<file path="config.mk">
export PLATFORM = sky130hd
export DESIGN_NAME = mdu_hilo
export DESIGN_NICKNAME = d
export VERILOG_FILES = /design/src/rtl/mdu_pkg.sv /design/src/rtl/mdu_sign_pre.sv /design/src/rtl/mdu_iter_engine.sv /design/src/rtl/mdu_sign_post.sv /design/src/rtl/mdu_hilo.sv
export SDC_FILE = /design/constraint.sdc
export NUM_CORES = 1
export LEC_CHECK = 0
export BUFFER_PORTS_ARGS = -buffer_cell sky130_fd_sc_hd__buf_2
export CORE_ASPECT_RATIO = 0.5
export CORE_MARGIN = 2
export CORE_UTILIZATION = 62
export CTS_CLUSTER_DIAMETER = 40
export DETAILED_ROUTE_END_ITERATION = 8
export PLACE_DENSITY = 0.9
export SYNTH_ARGS = -nofsm -noshare
export SYNTH_HDL_FRONTEND = slang
export SYNTH_HIERARCHICAL = 1
export SYNTH_SLANG_ARGS = --single-unit
</file>
<file path="constraint.sdc">
create_clock -name clk -period 5.91 [get_ports clk]
set_input_delay 1.4775 -clock clk [delete_from_list [all_inputs] [get_ports clk]]
set_output_delay 1.4775 -clock clk [all_outputs]
set_load 0.005 [all_outputs]
</file>
<file path="src/rtl/mdu_pkg.sv">
package mdu_pkg;

  // op_i encoding: bit 1 selects divide, bit 0 selects signed
  typedef enum logic [1:0] {
    OP_MULU = 2'b00,
    OP_MULS = 2'b01,
    OP_DIVU = 2'b10,
    OP_DIVS = 2'b11
  } mdu_op_e;

  function automatic logic op_is_div(input logic [1:0] op);
    return op[1];
  endfunction

  function automatic logic op_is_signed(input logic [1:0] op);
    return op[0];
  endfunction

endpackage

</file>
<file path="src/rtl/mdu_sign_pre.sv">
module mdu_sign_pre #(
  parameter int WIDTH = 32
) (
  input  logic [1:0]       op_i,
  input  logic [WIDTH-1:0] a_i,
  input  logic [WIDTH-1:0] b_i,
  output logic [WIDTH-1:0] mag_a_o,
  output logic [WIDTH-1:0] mag_b_o,
  output logic             neg_lo_o,
  output logic             neg_hi_o,
  output logic             div_zero_o,
  output logic             div_ovf_o
);
  import mdu_pkg::*;

  localparam logic [WIDTH-1:0] MOST_NEG = {1'b1, {(WIDTH-1){1'b0}}};

  logic sgn_a, sgn_b, is_div;

  always_comb begin
    is_div     = op_is_div(op_i);
    sgn_a      = op_is_signed(op_i) & a_i[WIDTH-1];
    sgn_b      = op_is_signed(op_i) & b_i[WIDTH-1];
    mag_a_o    = sgn_a ? (~a_i + 1'b1) : a_i;
    mag_b_o    = sgn_b ? (~b_i + 1'b1) : b_i;
    // quotient or product negated when the operand signs differ
    neg_lo_o   = sgn_a ^ sgn_b;
    // remainder follows the dividend; a product is negated as a whole
    neg_hi_o   = is_div ? sgn_a : (sgn_a ^ sgn_b);
    div_zero_o = is_div & (b_i == '0);
    div_ovf_o  = (op_i == OP_DIVS) & (a_i == MOST_NEG) & (&b_i);
  end

endmodule

</file>
<file path="src/rtl/mdu_iter_engine.sv">
module mdu_iter_engine #(
  parameter int WIDTH = 32
) (
  input  logic             clk,
  input  logic             rst_n,
  input  logic             load_i,
  input  logic             step_i,
  input  logic             div_mode_i,
  input  logic [WIDTH-1:0] mag_a_i,
  input  logic [WIDTH-1:0] mag_b_i,
  output logic [WIDTH-1:0] raw_hi_o,
  output logic [WIDTH-1:0] raw_lo_o
);

  // upper accumulator carries one guard bit for the carry or borrow
  logic [WIDTH:0]   upr_q, upr_d;
  logic [WIDTH-1:0] lwr_q, lwr_d;
  logic [WIDTH-1:0] opd_q, opd_d;
  logic             upd_en;

  logic [WIDTH:0]   add_sum;
  logic [WIDTH:0]   shl_rem;
  logic [WIDTH:0]   trial;

  always_comb begin
    upd_en  = load_i | step_i;
    add_sum = {1'b0, upr_q[WIDTH-1:0]} + (lwr_q[0] ? {1'b0, opd_q} : '0);
    shl_rem = {upr_q[WIDTH-1:0], lwr_q[WIDTH-1]};
    trial   = shl_rem - {1'b0, opd_q};
    upr_d   = upr_q;
    lwr_d   = lwr_q;
    opd_d   = opd_q;
    if (load_i) begin
      upr_d = '0;
      lwr_d = mag_a_i;
      opd_d = mag_b_i;
    end else if (div_mode_i) begin
      // restoring step: keep the trial difference only when it is not negative
      if (!trial[WIDTH]) begin
        upr_d = trial;
        lwr_d = {lwr_q[WIDTH-2:0], 1'b1};
      end else begin
        upr_d = shl_rem;
        lwr_d = {lwr_q[WIDTH-2:0], 1'b0};
      end
    end else begin
      // shift-add step: conditionally add, then shift the pair right
      upr_d = {1'b0, add_sum[WIDTH:1]};
      lwr_d = {add_sum[0], lwr_q[WIDTH-1:1]};
    end
  end

  always_ff @(posedge clk or negedge rst_n) begin
    if (!rst_n) begin
      upr_q <= '0;
      lwr_q <= '0;
      opd_q <= '0;
    end else if (upd_en) begin
      upr_q <= upr_d;
      lwr_q <= lwr_d;
      opd_q <= opd_d;
    end
  end

  assign raw_hi_o = upr_q[WIDTH-1:0];
  assign raw_lo_o = lwr_q;

endmodule

</file>
<file path="src/rtl/mdu_sign_post.sv">
module mdu_sign_post #(
  parameter int WIDTH = 32
) (
  input  logic             div_mode_i,
  input  logic             signed_mode_i,
  input  logic             neg_lo_i,
  input  logic             neg_hi_i,
  input  logic [WIDTH-1:0] raw_hi_i,
  input  logic [WIDTH-1:0] raw_lo_i,
  output logic [WIDTH-1:0] res_hi_o,
  output logic [WIDTH-1:0] res_lo_o,
  output logic             mul_ovf_o
);

  localparam int PW = 2 * WIDTH;

  logic [PW-1:0] prod;

  always_comb begin
    prod = {raw_hi_i, raw_lo_i};
    if (neg_lo_i) prod = ~prod + 1'b1;
    if (div_mode_i) begin
      res_lo_o = neg_lo_i ? (~raw_lo_i + 1'b1) : raw_lo_i;
      res_hi_o = neg_hi_i ? (~raw_hi_i + 1'b1) : raw_hi_i;
    end else begin
      res_lo_o = prod[WIDTH-1:0];
      res_hi_o = prod[PW-1:WIDTH];
    end
    if (signed_mode_i)
      mul_ovf_o = (prod[PW-1:WIDTH] != {WIDTH{prod[WIDTH-1]}});
    else
      mul_ovf_o = (prod[PW-1:WIDTH] != '0);
  end

endmodule

</file>
<file path="src/rtl/mdu_hilo.sv">
module mdu_hilo #(
  parameter int WIDTH = 32
) (
  input  logic             clk,
  input  logic             rst_n,
  input  logic             start_i,
  input  logic [1:0]       op_i,
  input  logic [WIDTH-1:0] src_a_i,
  input  logic [WIDTH-1:0] src_b_i,
  input  logic             wr_hi_i,
  input  logic             wr_lo_i,
  input  logic [WIDTH-1:0] wr_data_i,
  input  logic             rd_req_i,
  input  logic             rd_sel_hi_i,
  output logic             rd_valid_o,
  output logic [WIDTH-1:0] rd_data_o,
  output logic             busy_o,
  output logic             done_o,
  output logic             div_zero_o,
  output logic             ovf_o
);
  import mdu_pkg::*;

  localparam int CNT_W = $clog2(WIDTH + 1);
  localparam logic [CNT_W-1:0] STEPS = CNT_W'(WIDTH);

  // reset: asserted asynchronously, released through two flops
  logic rst_meta, rst_q;
  always_ff @(posedge clk or negedge rst_n) begin
    if (!rst_n) begin
      rst_meta <= 1'b0;
      rst_q    <= 1'b0;
    end else begin
      rst_meta <= 1'b1;
      rst_q    <= rst_meta;
    end
  end

  logic [WIDTH-1:0] mag_a, mag_b, raw_hi, raw_lo, res_hi, res_lo;
  logic             pre_neg_lo, pre_neg_hi, pre_dz, pre_dovf, mul_ovf;

  logic             busy_q, busy_d, done_q, done_d;
  logic [CNT_W-1:0] cnt_q, cnt_d;
  logic [1:0]       op_q, op_d;
  logic             neg_lo_q, neg_lo_d, neg_hi_q, neg_hi_d;
  logic             pend_dz_q, pend_dz_d, pend_dovf_q, pend_dovf_d;
  logic             flag_dz_q, flag_dz_d, flag_ovf_q, flag_ovf_d;
  logic [WIDTH-1:0] hi_q, hi_d, lo_q, lo_d;
  logic             hi_en, lo_en, accept, step, fin;

  mdu_sign_pre #(.WIDTH(WIDTH)) u_pre (
    .op_i       (op_i),
    .a_i        (src_a_i),
    .b_i        (src_b_i),
    .mag_a_o    (mag_a),
    .mag_b_o    (mag_b),
    .neg_lo_o   (pre_neg_lo),
    .neg_hi_o   (pre_neg_hi),
    .div_zero_o (pre_dz),
    .div_ovf_o  (pre_dovf)
  );

  mdu_iter_engine #(.WIDTH(WIDTH)) u_eng (
    .clk        (clk),
    .rst_n      (rst_q),
    .load_i     (accept),
    .step_i     (step),
    .div_mode_i (op_is_div(op_q)),
    .mag_a_i    (mag_a),
    .mag_b_i    (mag_b),
    .raw_hi_o   (raw_hi),
    .raw_lo_o   (raw_lo)
  );

  mdu_sign_post #(.WIDTH(WIDTH)) u_post (
    .div_mode_i    (op_is_div(op_q)),
    .signed_mode_i (op_is_signed(op_q)),
    .neg_lo_i      (neg_lo_q),
    .neg_hi_i      (neg_hi_q),
    .raw_hi_i      (raw_hi),
    .raw_lo_i      (raw_lo),
    .res_hi_o      (res_hi),
    .res_lo_o      (res_lo),
    .mul_ovf_o     (mul_ovf)
  );

  // next-state logic
  always_comb begin
    accept      = start_i & ~busy_q;
    step        = busy_q & (cnt_q != '0);
    fin         = busy_q & (cnt_q == '0);
    busy_d      = busy_q;
    cnt_d       = cnt_q;
    op_d        = op_q;
    neg_lo_d    = neg_lo_q;
    neg_hi_d    = neg_hi_q;
    pend_dz_d   = pend_dz_q;
    pend_dovf_d = pend_dovf_q;
    flag_dz_d   = flag_dz_q;
    flag_ovf_d  = flag_ovf_q;
    done_d      = fin;
    if (accept) begin
      busy_d      = 1'b1;
      cnt_d       = STEPS;
      op_d        = op_i;
      neg_lo_d    = pre_neg_lo;
      neg_hi_d    = pre_neg_hi;
      pend_dz_d   = pre_dz;
      pend_dovf_d = pre_dovf;
      flag_dz_d   = 1'b0;
      flag_ovf_d  = 1'b0;
    end else if (step) begin
      cnt_d = cnt_q - 1'b1;
    end else if (fin) begin
      busy_d     = 1'b0;
      flag_dz_d  = pend_dz_q;
      flag_ovf_d = op_is_div(op_q) ? pend_dovf_q : mul_ovf;
    end
    // hi/lo: results on completion, direct loads only while idle
    hi_en = (fin & ~pend_dz_q) | (~busy_q & wr_hi_i);
    lo_en = (fin & ~pend_dz_q) | (~busy_q & wr_lo_i);
    hi_d  = fin ? res_hi : wr_data_i;
    lo_d  = fin ? res_lo : wr_data_i;
  end

  // state registers
  always_ff @(posedge clk or negedge rst_q) begin
    if (!rst_q) begin
      busy_q      <= 1'b0;
      done_q      <= 1'b0;
      cnt_q       <= '0;
      op_q        <= OP_MULU;
      neg_lo_q    <= 1'b0;
      neg_hi_q    <= 1'b0;
      pend_dz_q   <= 1'b0;
      pend_dovf_q <= 1'b0;
      flag_dz_q   <= 1'b0;
      flag_ovf_q  <= 1'b0;
    end else begin
      busy_q      <= busy_d;
      done_q      <= done_d;
      cnt_q       <= cnt_d;
      op_q        <= op_d;
      neg_lo_q    <= neg_lo_d;
      neg_hi_q    <= neg_hi_d;
      pend_dz_q   <= pend_dz_d;
      pend_dovf_q <= pend_dovf_d;
      flag_dz_q   <= flag_dz_d;
      flag_ovf_q  <= flag_ovf_d;
    end
  end

  always_ff @(posedge clk or negedge rst_q) begin
    if (!rst_q) hi_q <= '0;
    else if (hi_en) hi_q <= hi_d;
  end

  always_ff @(posedge clk or negedge rst_q) begin
    if (!rst_q) lo_q <= '0;
    else if (lo_en) lo_q <= lo_d;
  end

  assign busy_o     = busy_q;
  assign done_o     = done_q;
  assign div_zero_o = flag_dz_q;
  assign ovf_o      = flag_ovf_q;
  assign rd_valid_o = rd_req_i & ~busy_q;
  assign rd_data_o  = rd_valid_o ? (rd_sel_hi_i ? hi_q : lo_q) : '0;

  // an accepted start makes the unit busy on the next cycle
  a_r6_start_sets_busy: assert property (@(posedge clk) disable iff (!rst_q)
    (start_i && !busy_o) |=> busy_o);

  // completion is a single pulse that directly follows a busy cycle
  a_r6_done_single: assert property (@(posedge clk) disable iff (!rst_q)
    done_o |=> !done_o);
  a_r6_done_after_busy: assert property (@(posedge clk) disable iff (!rst_q)
    done_o |-> (!busy_o && $past(busy_o)));

  // hi and lo stay frozen while busy unless the result lands
  a_r11_hilo_frozen_busy: assert property (@(posedge clk) disable iff (!rst_q)
    busy_o |=> (($stable(hi_q) && $stable(lo_q)) || done_o));

  // a divide by zero completes without touching hi or lo
  a_r7_dz_keeps_hilo: assert property (@(posedge clk) disable iff (!rst_q)
    (done_o && div_zero_o) |-> ($stable(hi_q) && $stable(lo_q)));

  // divide-by-zero and overflow never report together
  a_r8_flags_exclusive: assert property (@(posedge clk) disable iff (!rst_q)
    $onehot0({div_zero_o, ovf_o}));

endmodule

</file>
# After elaboration in Yosys (flattened, before gate mapping)
# Cells that the tools add are included.
[word_totals]
register_bits = 178
latch_bits = 0
mem_bits_rw = 0
mem_bits_ro = 0
input_bits = 105
out_inout_bits = 37
elab_cells = 93
memories = 0
[op_classes]
addsub = 8
multipliers = 0
n_div = 0
magnitude_cmp = 0
n_eq_ne = 4
shift = 0
mux = 32
n_bitwise = 23
n_reduce_logical = 9
[op_table]
columns = ["op", "n"]
rows = [
  ["$mux 32", 16],
  ["$add 32x1->32 const B", 4],
  ["$not 32->32", 4],
  ["$add 64x1->64 const B", 1],
  ["$mux 64", 1],
  ["$not 64->64", 1],
  ["$add 32x32->33", 1],
  ["$sub 33x32->33", 1],
  ["$eq 32x32->1 const B", 1],
  ["$logic_not 32->1", 1],
  ["$ne 32x32->1", 1],
  ["$reduce_and 32->1", 1],
  ["$reduce_bool 32->1", 1],
  ["$mux 1", 13],
  ["$and 1x1->1", 12],
  ["$mux 6", 2],
  ["$logic_not 6->1", 1],
  ["$reduce_bool 6->1", 1],
  ["$sub 6x1->6 const B", 1],
  ["$reduce_and 2->1", 2],
  ["$reduce_bool 2->1", 2],
  ["$or 1x1->1", 3],
  ["$eq 2x2->1 const B", 1],
  ["$ne 2x1->1 const B", 1],
  ["other kinds (2)", 3],
]

# Logic depth before layout (Yosys ltp)
[depth]
depth_word = 9
mapped_depth = 15
ltp_nobuf = 14

# Cells and area by module
# Netlist, hierarchy kept.
[by_module_without_submodules]
columns = ["mod", "n_inst", "cells_per_inst", "area_per_inst_um2", "seq_area_each_um2"]
rows = [
  ["mdu_iter_engine", 1, 1010, 8119.0, 2402.3],
  ["mdu_hilo", 1, 371, 4220.3, 2052.0],
  ["mdu_sign_post", 1, 490, 3099.2, 0.0],
  ["mdu_sign_pre", 1, 219, 1472.7, 0.0],
]

# Worst setup path after synthesis
# No wires, ideal clock.
[synth_path]
kind = "reg2reg"
from = "register u_eng.upr_q[0]"
to = "register flag_ovf_q, in the netlist ovf_o"
setup_time_ns = 0.143
arrival_ns = 3.619
t_required_ns = 5.767
setup_slack_ns = 2.147
path_stages_with_launch = 16
n_path_buf = 2
synth_period_minus_slack_ns = 3.763
path_cell_list = "dfrtp_1 > clkbuf_1 > inv_1 > ha_1 > nor3b_2 > nand3_1 > or4_1 > clkbuf_1 > o31a_1 > or3_1 > a2111oi_0 > nand4_1 > nor3_1 > a21oi_1 > mux2i_1 > a211oi_1"
[synth_via]
elab_chain_len = 9
elab_cells_between_ends = 10
classes_between = "1 x add/sub; 1 x eq/ne; 6 x mux; 1 x bitwise; 1 x reduce/logical"
[synth_rtl]
columns = ["item", "line", "text"]
rows = [
  ["start: declaration", "mdu_iter_engine.sv:16", "logic [WIDTH:0] upr_q, upr_d;"],
  ["start signal: assignment", "mdu_iter_engine.sv:59", "upr_q <= upr_d;"],
  ["$not 64->64", "mdu_sign_post.sv:21", "if (neg_lo_i) prod = ~prod + 1'b1;"],
  ["$add 64x1->64", "mdu_sign_post.sv:21", ""],
  ["$mux 64 (*)", "mdu_sign_post.sv:21", ""],
  ["$ne 32x32->1 or $reduce_bool 32->1 (tied branches)", "mdu_sign_post.sv:30, mdu_sign_post.sv:32", ""],
  ["$mux 1 (*)", "mdu_sign_post.sv:29", "if (signed_mode_i)"],
  ["named net mul_ovf", "mdu_hilo.sv:40", "logic pre_neg_lo, pre_neg_hi, pre_dz, pre_dovf, mul_ovf;"],
  ["$mux 1 (*)", "mdu_hilo.sv:117", "flag_ovf_d = op_is_div(op_q) ? pend_dovf_q : mul_ovf;"],
  ["$mux 1 (*)", "mdu_hilo.sv:114", "end else if (fin) begin"],
  ["$mux 1 (*)", "mdu_hilo.sv:112", "end else if (step) begin"],
  ["$mux 1 (*)", "mdu_hilo.sv:102", "if (accept) begin"],
  ["end signal: assignment", "mdu_hilo.sv:149", "flag_ovf_q <= flag_ovf_d;"],
  ["end: declaration", "mdu_hilo.sv:47", "logic flag_dz_q, flag_dz_d, flag_ovf_q, flag_ovf_d;"],
]
# The timed path passes the listed nets; every way through them passes the cells marked *. The select of a mux whose other input is x is not followed.
# A chain may end at the register's enable or synchronous reset.

# Worst setup path in the final report
[layout_path]
from = "register u_eng.upr_q[1]"
to = "register flag_ovf_q, in the netlist ovf_o"
# The elaborated chain is that of the path after synthesis.

==> impl_metrics.csv <==
group,metric,value,unit
status,status,"completed",
route,drc,0,
global_route,grt_max_degree,73,
setup_path,cpMaxStageDelayCell,"or4_1",
logic_synthesis,yosysWarnings,6,
clocking,numCtsBuffers,17,
timing,maxSlewViolCount,0,
die,core_area,26600,sq um
logic_synthesis,synth_flop_cell,"dfrtp_1",
setup_path,regToRegStartpoint,"u_eng/upr_q[1]$_DFFE_PN0N_",
setup_path,worst-setup-path-type,"reg2reg",
placed_design,gp_congestion,1.07,
global_route,grt_first_pass_wirelength,84700,microns
die,fp-row-count,42,
logic_synthesis,synth-seq-cells,178,
setup_path,worst-endpoint-arrival,4.78,ns
setup_path,crit_path_max_incr_delay,0.68,ns
route,drt-pass1-iter-count,6,
die,initial_core_util,63.5,%
placed_design,portBuffers,141,
hold_path,hold_start,"rst_meta$_DFF_PN0_",
power_and_ir_drop,power,11700,uW
layout,final_cell_mix,"nand2_1, o21ai_0, dfrtp_1",
power_and_ir_drop,powerDensity,647,nW/um^2
route,wl_met1,23000,microns
layout,layout_commonest_cell,"nand2_1",
clocking,ctsHoldBuffers,0,
layout,fin_area,18100,sq um
power_and_ir_drop,peakVddDrop,0.342,mV
die,die_h,121,microns
logic_synthesis,synth_seq_area_share,26.3,%
die,die_w,238,microns
placed_design,placed_cell_area,17600,sq um
power_and_ir_drop,sw_frac_of_total,52.5,%
die,die-area,28700,sq um
setup_path,crit_path_end_kind,"flip-flop",
clocking,post_cts_resized,0,
route,initialDrtViolationCount,2440,
global_route,antenna_found_initial,2,
route,avgRoutedWirePerCell,22.0,microns
route,ant_nets,0,
hold_path,min_path_type,"reg2reg",
route,viasPerCell,6.82,
timing,min_period,4.44,ns
setup_path,crit_chain,"inv_1, ha_1, nor3b_2, nand3_1, or4_1, o31a_1, or3_1, a2111oi_0, nand4_1, nor3_1, a21oi_1, mux2i_1, a211oi_1",
power_and_ir_drop,power_switching,6160,uW
global_route,grt_usage,38.0,%
setup_path,ff2ff_path_depth,13,
clocking,cts_tree,"done",
setup_path,r2r_slack,1.47,ns
logic_synthesis,synth_edf_count,0,
timing,fmax,0.225,GHz
logic_synthesis,ys_types,100,
timing,final-hold-violation-count,0,
timing,fin_skew,0.0198,ns
route,num_vias,17100,
route,top_layer_used,"met5",
layout,drive_above_1_share,14.0,%
power_and_ir_drop,p_seq_share,24.9,%
clocking,clock_sinks,178,
power_and_ir_drop,clkPwrFrac,9.5,%
timing,grt_setup_unrepaired,"false",
setup_path,critPathLaunchType,"flip-flop",
setup_path,critical_path_required,6.25,ns
route,routed_wl,55100,microns
clocking,clk_latency,0.47,ns
hold_path,holdPathStages,0,
clocking,clock_tree.htree_level_count,4,
logic_synthesis,syn_area_per_cell,8.09,sq um
power_and_ir_drop,internal_power,5570,uW
timing,tns,0,ns
clocking,clk_path_buf_depth,2,
logic_synthesis,syn_inst,2090,
flow_run,cap_viol_max_count,0,
global_route,grt-ovfl-total,0,
timing,tightest_slew,1.12,ns
route,met2WireLength,22900,microns
setup_path,cp_max_fo,10,
setup_path,timing.rr.end,"ovf_o$_DFFE_PN0P_",
logic_synthesis,synth-async-reset-ratio,100,%
clocking,cts_setup_buffers,0,
logic_synthesis,syn_nets,2268,
timing,finalSetupViolCount,0,
clocking,root_buffer,"clkbuf_16",
clocking,cts.clk_slew.worst_paths,0.08,ns
route,met3WireLength,7030,microns
timing,relSlewSlack,24.6,%
power_and_ir_drop,leakage,0.00760,uW
layout,nets,2319,
die,ios,142,
logic_synthesis,syn_area,16900,sq um
hold_path,hold_path_end,"rst_q$_DFF_PN0_",
global_route,first_global_vias,15200,
placed_design,post-dp-hpwl,40900,microns
power_and_ir_drop,p_comb_share,65.6,%
layout,area_growth_syn_to_layout,7.21,%
timing,finalCritPeriodShare,75.1,%
cell type report:
cell class / count / area [sq um]
inverter: 70 / 264
clock inverter: 13 / 125
fill: 2118 / 8510
tap: 352 / 440
clock buffer: 18 / 439
sequential: 178 / 4460
multi-input combinational: 1711 / 11500
antenna: 1 / 2.50
timing repair buffer: 163 / 871
critical path, delay by kind of cell, from the launching register on:
family                   cells  cell delay, ns
flip-flops                   1            0.53
adder cells (fa/ha/maj)      1            0.29
multiplexers                 1            0.25
AO/OA/AOI/OAI                4            0.91
AND/OR/NAND/NOR              6            2.19
buffers and inverters        1            0.15
sequential cells by signal (all words and copies together), names as in the netlist:
name            flops
pend_dovf_q         1
neg_hi_q            1
div_zero_o          1
u_eng/opd_q        32
rst_q               1
hi_q               32
op_q                2
neg_lo_q            1
lo_q               32
ovf_o               1
cnt_q               6
busy_o              1
pend_dz_q           1
rst_meta            1
u_eng/raw_lo_o     32
done_o              1
u_eng/upr_q        32
worst max-delay path by stage:
stage                                   startpoint                 end  slack (ns)  depth (start not counted)
floorplan                          rst_q$_DFF_PN0_  busy_o$_DFFE_PN0P_        0.58                          0
global placement                       rd_sel_hi_i       rd_data_o[27]        1.74                          4
detailed placement                     rd_sel_hi_i       rd_data_o[27]        1.66                          4
CTS                                    rd_sel_hi_i       rd_data_o[27]        1.66                          4
global route        u_eng/raw_lo_o[24]$_DFFE_PN0N_   ovf_o$_DFFE_PN0P_        1.41                         11
finish                  u_eng/upr_q[1]$_DFFE_PN0N_   ovf_o$_DFFE_PN0P_        1.47                         13
synthesized netlist by cell type, drive strengths merged, types with 20 or more instances:
cell type / n / area, sq um
nor2: 158 / 593
buf: 37 / 290
nand3: 27 / 148
nor3: 40 / 200
nand2b: 88 / 551
xor2: 86 / 753
and2: 44 / 275
nand4: 32 / 213
a21o: 35 / 265
o41ai: 20 / 209
nand2: 225 / 850
ha: 71 / 888
mux2i: 75 / 751
o31ai: 38 / 295
inv: 68 / 255
or4: 24 / 191
a31oi: 21 / 131
xnor2: 114 / 998
dfrtp: 178 / 4450
a21oi: 110 / 554
nor4: 38 / 278
o21ai: 191 / 960
or3: 27 / 180
clkbuf: 94 / 384
o221a: 64 / 721
metal layers:
layer	track usage, %	vias to the layer above
met3	9.93	173
met4	15.8	2
met2	55.9	1165
met5	0	-
met1	53.0	8036
li1	-	7715
metrics by stage:
stage	cells	hold WS [ns]	worst slack (ns)	utilization, %
finish	2506	0.353	1.47	68.0
global route	2505	0.371	1.41	68.0
CTS	2505	0.354	1.66	68.0
detailed placement	2474	0.339	1.66	65.9
global placement	2474	0.337	1.74	65.9
floorplan	2090	0.331	0.583	-
cells by family (layout without fill, tap and decap cells):
family	count (synthesis)	after routing	share of synthesized area [%]
xor gates and xnor gates	200	200	10.4
and+or+nand+nor	770	770	23.6
buffers and inverters	201	264	5.54
other	1	2	0.0222
AOI/OAI and AO/OA	590	590	24.1
DFF	178	178	26.3
adders and majority gates	73	73	5.49
muxes	77	77	4.57
power groups by stage:
| stage | combinational [uW] | sequential [uW] | clock, uW |
|---|---|---|---|
| finish | 7690 | 2920 | 1120 |
| global route | 8300 | 2980 | 1180 |
| CTS | 7430 | 2860 | 1130 |
| detailed placement | 7350 | 2880 | 0 |
| global placement | 7180 | 2850 | 0 |
| floorplan | 5920 | 2380 | 0 |
Power figures use the tool's default switching activity.
